$ cat src/rtl/shared_fir2_pkg.sv
package shared_fir2_pkg;
  // Per-cycle strobes from sequencing control to the datapath
  typedef struct packed {
    logic capture;  // load the sample pair into the hold registers
    logic runA;     // datapath serves channel A this cycle
    logic runB;     // datapath serves channel B this cycle
    logic publish;  // move both results to the outputs
  } strobe_t;
endpackage

$ cat src/rtl/fir_ctrl.sv
module fir_ctrl
  import shared_fir2_pkg::*;
(
  input  logic    clk,
  input  logic    rstN,
  output strobe_t stb
);
  logic slot;    // 0: capture + channel B slot, 1: channel A slot
  logic primed;  // a real pair has been captured

  always_ff @(posedge clk) begin
    if (!rstN) begin
      slot   <= 1'b0;
      primed <= 1'b0;
    end else begin
      slot <= ~slot;
      if (!slot) primed <= 1'b1;
    end
  end

  always_comb begin
    stb.capture = !slot;
    stb.runA    = slot;
    stb.runB    = !slot;
    stb.publish = !slot && primed;
  end

  // a publish strobe is never followed by another in the next cycle
  a_r3_publish_gap: assert property (@(posedge clk) disable iff (!rstN)
    stb.publish |=> !stb.publish);
endmodule

$ cat src/rtl/fir_sym_mac.sv
module fir_sym_mac #(
  parameter int DATA_W = 16,
  parameter int COEF_W = 16,
  parameter int OUT_W  = 16,
  parameter int TAPS   = 8,
  parameter int FRAC   = 15,
  parameter logic [TAPS/2*COEF_W-1:0] COEFS = {16'sd9728, 16'sd6144, 16'sd1024, 16'hFE00}
) (
  input  logic [TAPS-1:0][DATA_W-1:0] window,
  output logic signed [OUT_W-1:0]     y
);
  localparam int HALF   = TAPS / 2;
  localparam int PAIR_W = DATA_W + 1;
  localparam int PROD_W = PAIR_W + COEF_W;
  localparam int ACC_W  = PROD_W + $clog2(HALF) + 1;
  localparam logic signed [ACC_W-1:0] MAXV = ACC_W'((longint'(1) <<< (OUT_W - 1)) - 1);
  localparam logic signed [ACC_W-1:0] MINV = -MAXV - 1;

  logic signed [PROD_W-1:0] prod [HALF];

  // Pre-add each mirrored tap pair, then one multiply per pair
  for (genvar k = 0; k < HALF; k++) begin : g_pair
    logic signed [PAIR_W-1:0] pairSum;
    assign pairSum = PAIR_W'($signed(window[k])) + PAIR_W'($signed(window[TAPS-1-k]));
    assign prod[k] = PROD_W'(pairSum) * PROD_W'($signed(COEFS[k*COEF_W +: COEF_W]));
  end

  logic signed [ACC_W-1:0] acc, biased, scaled;

  always_comb begin
    acc = '0;
    for (int k = 0; k < HALF; k++) acc = acc + ACC_W'(prod[k]);
    biased = acc + (ACC_W'(1) <<< (FRAC - 1));
    scaled = biased >>> FRAC;
    if (scaled > MAXV)      y = MAXV[OUT_W-1:0];
    else if (scaled < MINV) y = MINV[OUT_W-1:0];
    else                    y = scaled[OUT_W-1:0];
  end
endmodule

$ cat src/rtl/fir_datapath.sv
module fir_datapath
  import shared_fir2_pkg::*;
#(
  parameter int DATA_W = 16,
  parameter int COEF_W = 16,
  parameter int OUT_W  = 16,
  parameter int TAPS   = 8,
  parameter int FRAC   = 15,
  parameter logic [TAPS/2*COEF_W-1:0] COEFS = {16'sd9728, 16'sd6144, 16'sd1024, 16'hFE00}
) (
  input  logic                     clk,
  input  logic                     rstN,
  input  strobe_t                  stb,
  input  logic signed [DATA_W-1:0] sampleA,
  input  logic signed [DATA_W-1:0] sampleB,
  output logic signed [OUT_W-1:0]  outA,
  output logic signed [OUT_W-1:0]  outB,
  output logic                     outValid
);
  localparam int LINE_N = TAPS - 1;

  logic [DATA_W-1:0]              holdA, holdB, curHold;
  logic [LINE_N-1:0][DATA_W-1:0]  lineA, lineB, curLine;
  logic [TAPS-1:0][DATA_W-1:0]    window;
  logic signed [OUT_W-1:0]        y, resA;

  // Shared datapath input mux: one channel per slot
  always_comb begin
    curHold = stb.runA ? holdA : holdB;
    curLine = stb.runA ? lineA : lineB;
    window  = {curLine, curHold};
  end

  fir_sym_mac #(
    .DATA_W(DATA_W), .COEF_W(COEF_W), .OUT_W(OUT_W),
    .TAPS(TAPS), .FRAC(FRAC), .COEFS(COEFS)
  ) uMac (
    .window(window),
    .y     (y)
  );

  always_ff @(posedge clk) begin
    if (!rstN) begin
      holdA    <= '0;
      holdB    <= '0;
      lineA    <= '0;
      lineB    <= '0;
      resA     <= '0;
      outA     <= '0;
      outB     <= '0;
      outValid <= 1'b0;
    end else begin
      if (stb.capture) begin
        holdA <= sampleA;
        holdB <= sampleB;
      end
      if (stb.runA) begin
        resA  <= y;
        lineA <= {lineA[LINE_N-2:0], holdA};
      end
      if (stb.runB) lineB <= {lineB[LINE_N-2:0], holdB};
      outValid <= stb.publish;
      if (stb.publish) begin
        outA <= resA;
        outB <= y;
      end
    end
  end

  // channel B history is untouched in the channel A slot
  a_r8_lineb_hold: assert property (@(posedge clk) disable iff (!rstN)
    stb.runA |=> $stable(lineB));
  // channel A history is untouched in the channel B slot
  a_r8_linea_hold: assert property (@(posedge clk) disable iff (!rstN)
    stb.runB |=> $stable(lineA));
  // outputs change only together with a valid pulse
  a_r5_out_stable: assert property (@(posedge clk) disable iff (!rstN)
    !stb.publish |=> ($stable(outA) && $stable(outB)));
  // a valid pulse is one cycle wide
  a_r3_valid_gap: assert property (@(posedge clk) disable iff (!rstN)
    outValid |=> !outValid);
endmodule

$ cat src/rtl/shared_fir2.sv
module shared_fir2
  import shared_fir2_pkg::*;
#(
  parameter int DATA_W = 16,
  parameter int COEF_W = 16,
  parameter int OUT_W  = 16,
  parameter int TAPS   = 8,
  parameter int FRAC   = 15,
  parameter logic [TAPS/2*COEF_W-1:0] COEFS = {16'sd9728, 16'sd6144, 16'sd1024, 16'hFE00}
) (
  input  logic                     clk,
  input  logic                     rstN,
  input  logic signed [DATA_W-1:0] sampleA,
  input  logic signed [DATA_W-1:0] sampleB,
  output logic signed [OUT_W-1:0]  outA,
  output logic signed [OUT_W-1:0]  outB,
  output logic                     outValid
);
  strobe_t stb;

  fir_ctrl uCtrl (
    .clk (clk),
    .rstN(rstN),
    .stb (stb)
  );

  fir_datapath #(
    .DATA_W(DATA_W), .COEF_W(COEF_W), .OUT_W(OUT_W),
    .TAPS(TAPS), .FRAC(FRAC), .COEFS(COEFS)
  ) uDp (
    .clk     (clk),
    .rstN    (rstN),
    .stb     (stb),
    .sampleA (sampleA),
    .sampleB (sampleB),
    .outA    (outA),
    .outB    (outB),
    .outValid(outValid)
  );
endmodule

$ cat config.mk
export PLATFORM = sky130hd
export DESIGN_NAME = shared_fir2
export DESIGN_NICKNAME = d
export VERILOG_FILES = /design/src/rtl/shared_fir2_pkg.sv /design/src/rtl/fir_ctrl.sv /design/src/rtl/fir_sym_mac.sv /design/src/rtl/fir_datapath.sv /design/src/rtl/shared_fir2.sv
export SDC_FILE = /design/constraint.sdc
export NUM_CORES = 1
export LEC_CHECK = 0
export CAP_MARGIN = 20
export CORE_UTILIZATION = 57
export DETAILED_ROUTE_END_ITERATION = 16
export HOLD_SLACK_MARGIN = 0.03
export PLACE_DENSITY = 0.77
export SLEW_MARGIN = 20
export SYNTH_ARGS = -nofsm -noshare
export SYNTH_HDL_FRONTEND = slang
export SYNTH_SLANG_ARGS = --single-unit
$ cat constraint.sdc
create_clock -name clk -period 10.89 [get_ports clk]
set_clock_uncertainty 0.15 [all_clocks]
set_input_delay 2.178 -clock clk [delete_from_list [all_inputs] [get_ports clk]]
set_output_delay 2.178 -clock clk [all_outputs]
set_load 0.005 [all_outputs]
==> metrics, run 1 <==
Antenna Cells 0; Yosys reg bits approximately 310; Final Non-Filler Cells 2,853; Worst path slowest cell fa_1; initial antenna violation count 0; Crit. End Element flop; maximum clock frequency a little under 100 MHz; maximum clock path buffer count 3; Tot GR Track Use 25.1%; fraction of registers with async set/reset 0%; Hold WC Path Type reg2reg; largest net degree at the start of global routing about 190; Die Ht roughly 190 um; clock sinks around 310; Die X between 150 and 200 um; layout cells sized above 1 under 10%; H-tree depth 2; Slew @ Worst Pin ~0.96 ns; Via Count about 16,000; syn nets 2,671; synthesis warning total 0; Area growth, synth to finish 10.7%; final slew viol count 0; Max VDD drop 0.000185 V; clock transition at the registers of the reported paths 0.06 ns; fin crit period ~10 ns; Port-buffer cells 66; CTS tree built; number of flops mapped to enable cells by yosys 0; CP most frequent cell ha_1; nets 2,679; ys flop type dfxtp_1; Post-Syn Area per Cell between 8 and 9 sq um; top cell family by delay on the critical path compound AO/OA/AOI/OAI gates; antenna-violating nets left 0; Via density roughly 5.6; status completed; initial core utilization around three fifths; Final TNS setup 0 ns; initial drt markers slightly below 800; gpl congestion slightly below 0.9; Netlist cell types between 60 and 70; total CTS buffers 36; clock latency on the worst-skew pair approximately 0.53 ns; post-route design area about 0.022 sq mm; Lkg Pwr between 9 and 10 nW; post-synthesis sequential area ratio 30.4%; routed length per instance between 15 and 20 um; HPWL after DPL around 35,000 um; critical path fanouts, max 70; Routed Wire Length around 46,000 um; DRT Pass-1 Iters 5; Arr. time, crit path about 10 ns; core area ~0.035 sq mm; critical path's largest stage delay between 0.5 and 0.6 ns; num rows just under 70; root buf cell clkbuf_16; global route overflow 0; mapped cell area between 0.02 and 0.025 sq mm; DRC 0; synthesized instance count around 2,400; # IOs 67; max-cap violation count 0; Buf+Inv Stages, Crit Path 5; vias in the first global route roughly 15,000; critical path class reg2reg; Hold Vio Cnt, Final 0; DP Cell Count between 2,000 and 3,000; Slew headroom around 36%; first-pass GRT wire length between 70,000 and 80,000 um; critical path launch point type flop; Req. time, crit path between 10 and 15 ns; die area between 0.03 and 0.04 sq mm; DP Area approximately 0.021 sq mm; Final setup viols 0; PwrDens about 150 mW/mm^2; RSZ-0062 raised after global routing no; Hold Buf Count CTS 0; period utilisation layout between 90 and 100%
==> tightest hold or removal path: cells and delay by family (launching register included) <==
kind / cells / cell delay, ns
and+or+nand+nor: 1 / 0.04
DFF: 1 / 0.30
AOI/OAI and AO/OA: 1 / 0.06
==> registers in the layout, indices dropped and copies added (netlist names) <==
signal        count
uCtrl.primed      1
uCtrl.slot        1
uDp.holdA        16
uDp.holdB        16
uDp.lineA       112
uDp.lineB       112
uDp.outA         16
uDp.outB         16
uDp.outValid      1
uDp.resA         16
==> cells in the final DEF (no fill, tap or decap), drive strengths merged, types with 48 or more instances in the layout <==
master         count
ha               208
nand2b           236
xnor2             60
nor2b             54
dfxtp            307
a21oi            101
nand2            383
nor2              48
fa                65
o21ai             70
a21boi           251
clkdlybuf4s50     65
clkbuf            49
inv              143
==> report_power, final <==
group | internal [mW] | switching (mW) | leakage (nW) | total (mW)
Sequential | 1.17 | 0.0259 | 2.49 | 1.19
Clock | 0.720 | 0.485 | 0.571 | 1.21
Combinational | 0.411 | 0.608 | 6.84 | 1.02
==> worst paths after layout <==
| check | start | endpoint | slack, ns | cells past startpoint |
|---|---|---|---|---|
| worst min-delay path | uDp.resA[5] | uDp.outA[5] | 0.31 | 2 |
| worst max-delay path | uCtrl.slot | uDp.resA[13] | 0.69 | 37 |
| worst min register to register | uDp.resA[5] | uDp.outA[5] | 0.31 | 2 |
| worst max register to register | uCtrl.slot | uDp.resA[13] | 0.69 | 37 |
==> area by class of cell <==
type                    instances  area [sq um]
inverters                     140           526
flip-flops and latches        307          6150
multi-input cells            1807         13200
clock inverters                16           181
repair buffers                 80           813
clock buffers                  48           997
well taps                     455           569
fillers                      2933         12300
==> layer usage <==
| metal | up-vias | share of wire [%] | global-route usage (%) |
|---|---|---|---|
| li1 | 8021 | - | - |
| met3 | 76 | 3.6 | 3.42 |
| met5 | - | 0 | 0 |
| met1 | 7494 | 43 | 29.8 |
| met4 | 0 | 2.8 | 8.22 |
| met2 | 287 | 51 | 46.0 |
==> Yosys cell counts, types with 48 or more instances <==
master / number / area (sq um)
a21boi_0: 250 / 1880
a21oi_1: 101 / 505
nor2_1: 48 / 180
xnor2_1: 60 / 526
ha_1: 208 / 2600
clkbuf_1: 99 / 372
nand2b_1: 236 / 1480
nor2b_1: 54 / 338
inv_1: 140 / 526
fa_1: 65 / 1300
o21ai_0: 63 / 315
nand2_1: 383 / 1440
dfxtp_1: 307 / 6150
==> logic make-up (layout without fill, tap and decap cells) <==
group                      after synthesis  after routing  share of synthesized area, %
muxes                                   34             34                          1.69
and+or+nand+nor                        827            827                          20.1
DFF                                    307            307                          30.4
buffers and inverters                  250            284                          4.70
adders and majority gates              273            273                          19.3
AOI/OAI and AO/OA                      574            574                          19.6
xor gates and xnor gates                99             99                          4.28
==> metrics by stage <==
stage          utilization (%)  hold WS [ns]  setup slack (ns)  power (mW)
2_1_floorplan                -         0.287             0.751        1.96
3_3_place_gp              61.0         0.305             0.441        2.20
3_5_place_dp              61.0         0.306             0.120        2.22
4_1_cts                   64.4         0.313             0.101        3.44
5_1_grt                   64.6         0.343            0.0312        3.61
6_report                  64.6         0.309             0.692        3.42
==> repair_timing <==
| action | 4_1_cts | 5_1_grt |
|---|---|---|
| gates resized for setup | 0 | 9 |
| buffers inserted | 0 | 2 |
| setup endpoints to repair | 0 | 32 |
Power figures use the tool's default switching activity.
==> run 2, diff against run 1 <==
- CORE_UTILIZATION: 57 -> 55
- PLACE_DENSITY: 0.77 -> 0.72
- clock period: 10.89 -> 12.3 ns (I/O delays scaled with it)
==> metrics, run 2 (synthesis gave the netlist of run 1 again) <==
status completed; routed length per instance 16.0 um (-0.58%); Buf+Inv Stages, Crit Path 2 (-3); most common cell after layout, fill and taps aside nand2_1; DRC 0 (unchanged); Via Count 15,800 (-0.74%); Req. time, crit path 12.60 ns (+1.43 ns); Routed Wire Length 45,600 um (-0.58%); most frequent cells in the layout 383 x nand2_1, 306 x dfxtp_1, 250 x a21boi_0; gpl congestion 0.885 (+0.55%); Hold Buf Count CTS 0 (unchanged); CTS tree built; maximum clock frequency 88.7 MHz (-9.5%); Max VDD drop 0.000126 V (-32%); first-pass GRT wire length 74,900 um (+1.6%); initial core utilization 56.4% (-2.0 points); period utilisation layout 91.7% (-2.0 points); Die Ht 194 um (+1.8%); CP most frequent cell ha_1; Filler Cell Count 3,131 (+6.8%); vias in the first global route 15,300 (+0.86%); Slew @ Worst Pin 1.02 ns (+0.0629 ns); die area 0.0376 sq mm (+3.6%); post-cts resize count 0 (unchanged); DP Cell Count 2,791 (+0.14%); nets 2,675 (-0.15%); antenna-violating nets left 0 (unchanged); Crit. End Element flop; Area growth, synth to finish 10.4%; largest net degree at the start of global routing 178 (-7.8%); critical path class reg2reg; Via density 5.52 (-0.74%); Port-buffer cells 66 (unchanged); Final setup viols 0 (unchanged); top cell family by delay on the critical path compound AO/OA/AOI/OAI gates; fin crit period 11.27 ns (+1.08 ns); Largest regs uDp.lineA (112), uDp.lineB (112); Hold Vio Cnt, Final 0 (unchanged); clock sinks 307 (unchanged); root buf cell clkbuf_16; initial antenna violation count 0 (unchanged); clock latency on the worst-skew pair 0.55 ns (+0.02 ns); Tot GR Track Use 24.5% (-0.54 points); total CTS buffers 36 (unchanged); Hold WC Path Type reg2reg; Crit path depth 34 (-8.1%); maximum clock path buffer count 3 (unchanged); Lkg Pwr 9.88 nW (-0.23%); Worst path slowest cell buf_4; PwrDens 136 mW/mm^2 (-11%); Arr. time, crit path 11.58 ns (+1.10 ns); Final Core Density 62.2% (-2.4 points); global route overflow 0 (unchanged); num rows 69 (+1.5%); Die X 194 um (+1.8%); layout cells sized above 1 3.80% (-0.37 points); Final Non-Filler Cells 2,853 (unchanged); Final TNS setup 0 ns (unchanged); Slew headroom 31.9% (-4.2 points); critical path's largest stage delay 0.75 ns (+0.21 ns); critical path launch point type flop; clock transition at the registers of the reported paths 0.06 ns (about the same); # IOs 67 (unchanged); final slew viol count 0 (unchanged); RSZ-0062 raised after global routing no; core area 0.0359 sq mm (+3.5%); DRT Pass-1 Iters 5 (unchanged); worst r2r path cells 34 (-8.1%); Setup Buffers After CTS 0 (unchanged); critical path fanouts, max 94 (+34%); Antenna Cells 0 (unchanged); max-cap violation count 0 (unchanged); initial drt markers 881 (+13%); HPWL after DPL 34,700 um (-0.11%); Hold Crit Depth 2 (unchanged); H-tree depth 2 (unchanged)
run 2: power breakdown:
group	internal [mW]	switching [mW]
Combinational	0.358	0.531
Clock	0.655	0.426
Sequential	1.03	0.0242
Total	2.05	0.981
run 2: final cells by class:
cell class,count,area [sq um],area share (%)
inverter,140,526,2.35
clock inverter,13,154,0.689
tap,461,577,2.58
timing repair buffer,76,741,3.31
multi-input combinational,1807,13200,58.9
sequential,307,6150,27.5
clock buffer,49,1040,4.66
run 2: worst register-to-register path, delay by kind of cell, from the launching register on:
kind | cells | cell delay (ns)
AOI/OAI and AO/OA | 14 | 3.65
adders and majority gates | 9 | 3.40
and+or+nand+nor | 8 | 2.16
buffers and inverters | 2 | 0.81
DFF | 1 | 0.71
xor gates and xnor gates | 1 | 0.30
run 2: path summary, 6_finish.rpt:
check,slack (ns),startpoint,to
max reg2reg,1.03,uCtrl.slot,uDp.resA[2]
min reg2reg,0.32,uDp.resA[8],uDp.outA[8]
max,1.03,uCtrl.slot,uDp.resA[2]
min,0.32,uDp.resA[8],uDp.outA[8]
run 2: metal layers:
layer	global-route usage (%)	share of wire (%)
met1	29.1	43
met5	0	0
met3	3.70	3.7
met4	10.6	3.7
met2	43.9	50
run 2: metrics by stage:
| step | setup slack (ns) | hold slack (ns) | area (sq um) | total power [mW] |
|---|---|---|---|---|
| final | 1.03 | 0.316 | 22300 | 3.03 |
| after CTS | 1.00 | 0.319 | 22300 | 3.05 |
| after global placement | 1.45 | 0.305 | 21100 | 1.94 |
| after global routing | 0.126 | 0.343 | 22300 | 3.20 |
| after floorplan | 2.16 | 0.287 | 20200 | 1.74 |
| after detailed placement | 1.04 | 0.311 | 21100 | 1.96 |
==> run 3, diff against run 2 <==
- CORE_UTILIZATION: 55 -> 45
- PLACE_DENSITY: 0.72 -> 0.6
- SYNTH_HIERARCHICAL: unset -> 1
==> metrics, run 3 <==
Slew headroom 30.6% (-1.3 points); most frequent cells in the layout 306 x dfxtp_1, 277 x inv_1, 208 x ha_1; root buf cell clkbuf_16; antenna-violating nets left 0 (unchanged); Setup WS post-layout 0.878 ns (-0.148 ns); initial antenna violation count 0 (unchanged); commonest cells in the netlist 307 x dfxtp_1, 278 x inv_1, 208 x ha_1, 206 x nor2b_1, 192 x mux2i_1; pre-CTS setup slack 0.976 ns (-0.0591 ns); PwrDens 136 mW/mm^2 (about the same); largest net degree at the start of global routing 179 (+0.56%); vias in the first global route 14,700 (-4.1%); syn nets 2,643 (-1.0%); fraction of registers with async set/reset 0% (unchanged); die area 0.0477 sq mm (+27%); clock transition at the registers of the reported paths 0.06 ns (about the same); Largest regs uDp/lineA (112), uDp/lineB (112); Max VDD drop 0.000119 V (-5.1%); HPWL after DPL 37,200 um (+7.0%); nets 2,658 (-0.64%); maximum clock path buffer count 3 (unchanged); Via density 5.10 (-7.6%); Hold WC Path Type reg2reg; initial core utilization 46.0% (-10 points); critical path launch point type flop; Tot GR Track Use 20.8% (-3.7 points); post-synthesis sequential area ratio 29.2% (-1.2 points); Port-buffer cells 66 (unchanged); core area 0.0458 sq mm (+27%); fin crit period 11.42 ns (+0.148 ns); synthesis warning total 6 (+6); most numerous cell in the Yosys netlist dfxtp_1; Hold Startpoint uDp/lineA[34]; CP most frequent cell ha_1; Filler Cell Count 4,329 (+38%); worst setup path start uCtrl/slot; Die X 218 um (+13%); Final setup viols 0 (unchanged); clock latency on the worst-skew pair 0.56 ns (about the same); initial drt markers 716 (-19%); first-pass GRT wire length 78,100 um (+4.2%); Synth area leaders dfxtp_1 29%, ha_1 12%, mux2i_1 9.1%; top cell type's share of synthesized area 29.2% (-1.2 points); Slew @ Worst Pin 1.04 ns (+0.0200 ns); routed length per instance 16.4 um (+2.4%); Synth area leader dfxtp_1; worst r2r src uCtrl/slot; clock sinks 307 (unchanged); critical path class reg2reg; DRC 0 (unchanged); gpl congestion 0.858 (-3.0%); DRT met1 WL 24,400 um (+26%); Routed Wire Length 48,700 um (+6.8%); Lkg Pwr 10.3 nW (+3.9%); ys flop type dfxtp_1; critical path fanouts, max 60 (-36%); Die Ht 218 um (+13%); Antenna Cells 0 (unchanged); post-cts resize count 0 (unchanged); Final TNS setup 0 ns (unchanged); mapped cell area 0.0211 sq mm (+4.0%); Worst path slowest cell o41ai_4; total CTS buffers 36 (unchanged); number of flops mapped to enable cells by yosys 0 (unchanged); Final Core Density 50.4% (-12 points); metal3 WL 1700 um (+0.95%); Post-Syn Area per Cell 9.02 sq um (+5.3%); Via Count 15,200 (-3.6%); # IOs 67 (unchanged); DRT Pass-1 Iters 5 (unchanged); num rows 78 (+13%); Req. time, crit path 12.60 ns (about the same); status completed; final slew viol count 0 (unchanged); critical path's largest stage delay 0.78 ns (+0.03 ns); Hold Buf Count CTS 0 (unchanged); top sig layer met4; max-cap violation count 0 (unchanged); maximum clock frequency 87.6 MHz (-1.3%); RSZ-0062 raised after global routing no; Setup Buffers After CTS 0 (unchanged); Crit. End Element flop; CTS tree built; Hold Vio Cnt, Final 0 (unchanged); Yosys reg bits 307 (unchanged); Area growth, synth to finish 9.59%; Netlist cell types 69 (+11%); period utilisation layout 92.9% (+1.2 points); most common cell after layout, fill and taps aside dfxtp_1; met2 wire length 21,200 um (-6.8%); global route overflow 0 (unchanged); H-tree depth 2 (unchanged); synthesized instance count 2,336 (-1.2%); Arr. time, crit path 11.72 ns (+0.14 ns); layout cells sized above 1 4.92% (+1.1 points)
## run 3: cell types whose count changed after synthesis, sizes merged, moves of 115 or more
cell / delta
a21boi: -134
inv: +138
mux2i: +159
nand2: -226
nand2b: -115
nor2b: +152
## run 3: through the flow
stage | power (mW) | hold slack, ns | std cells | cell area, sq um
after floorplan | 1.79 | 0.289 | 2336 | 21100
after global placement | 2.05 | 0.303 | 2913 | 21900
after detailed placement | 2.06 | 0.308 | 2913 | 21900
after CTS | 3.17 | 0.319 | 2977 | 23100
after global routing | 3.30 | 0.333 | 2977 | 23100
final | 3.13 | 0.318 | 2977 | 23100
## run 3: worst max-delay path: cells and delay by family (launching register included)
| kind | cells | cell delay, ns |
|---|---|---|
| buf+inv | 6 | 0.64 |
| compound gates | 17 | 4.70 |
| fa+ha+maj | 10 | 3.73 |
| xor+xnor | 2 | 0.35 |
| flops | 1 | 0.67 |
| simple gates | 6 | 0.86 |
| mux | 1 | 0.16 |
## run 3: layout make-up
type,count,area [sq um],area share [%]
clock inverters,10,125,0.542
multi-input cells,1651,13200,57.1
repair buffers,77,757,3.28
flip-flops and latches,307,6150,26.6
clock buffers,54,1070,4.63
inverters,278,1050,4.55
well taps,600,751,3.25
## run 3: final timing paths
check	endpoint	slack, ns	depth (start not counted)
setup reg to reg	uDp/outB[9]	0.88	42
hold / removal	uDp/lineA[34]	0.32	2
setup / recovery	uDp/outB[9]	0.88	42
hold reg to reg	uDp/lineA[34]	0.32	2
## run 3: cells by family (layout without fill, tap and decap cells)
family	count (synthesis)	count (layout)	synth area share, %
compound gates	456	456	14.3
xor+xnor	96	96	3.99
fa+ha+maj	273	273	18.5
buf+inv	378	419	8.31
flops	307	307	29.2
mux	208	208	9.98
simple gates	618	618	15.7
## run 3: power breakdown
group          leakage, nW  switching, mW  total (mW)  internal [mW]
sequential            2.49         0.0417        1.09           1.05
combinational         7.19          0.560       0.957          0.397
clock                0.587          0.436        1.08          0.647
## run 3: per-layer routing
metal	track usage [%]	vias up
met1	29.2	7130
met3	2.64	61
met2	32.4	205
met4	7.48	0
met5	0	-
li1	-	7796
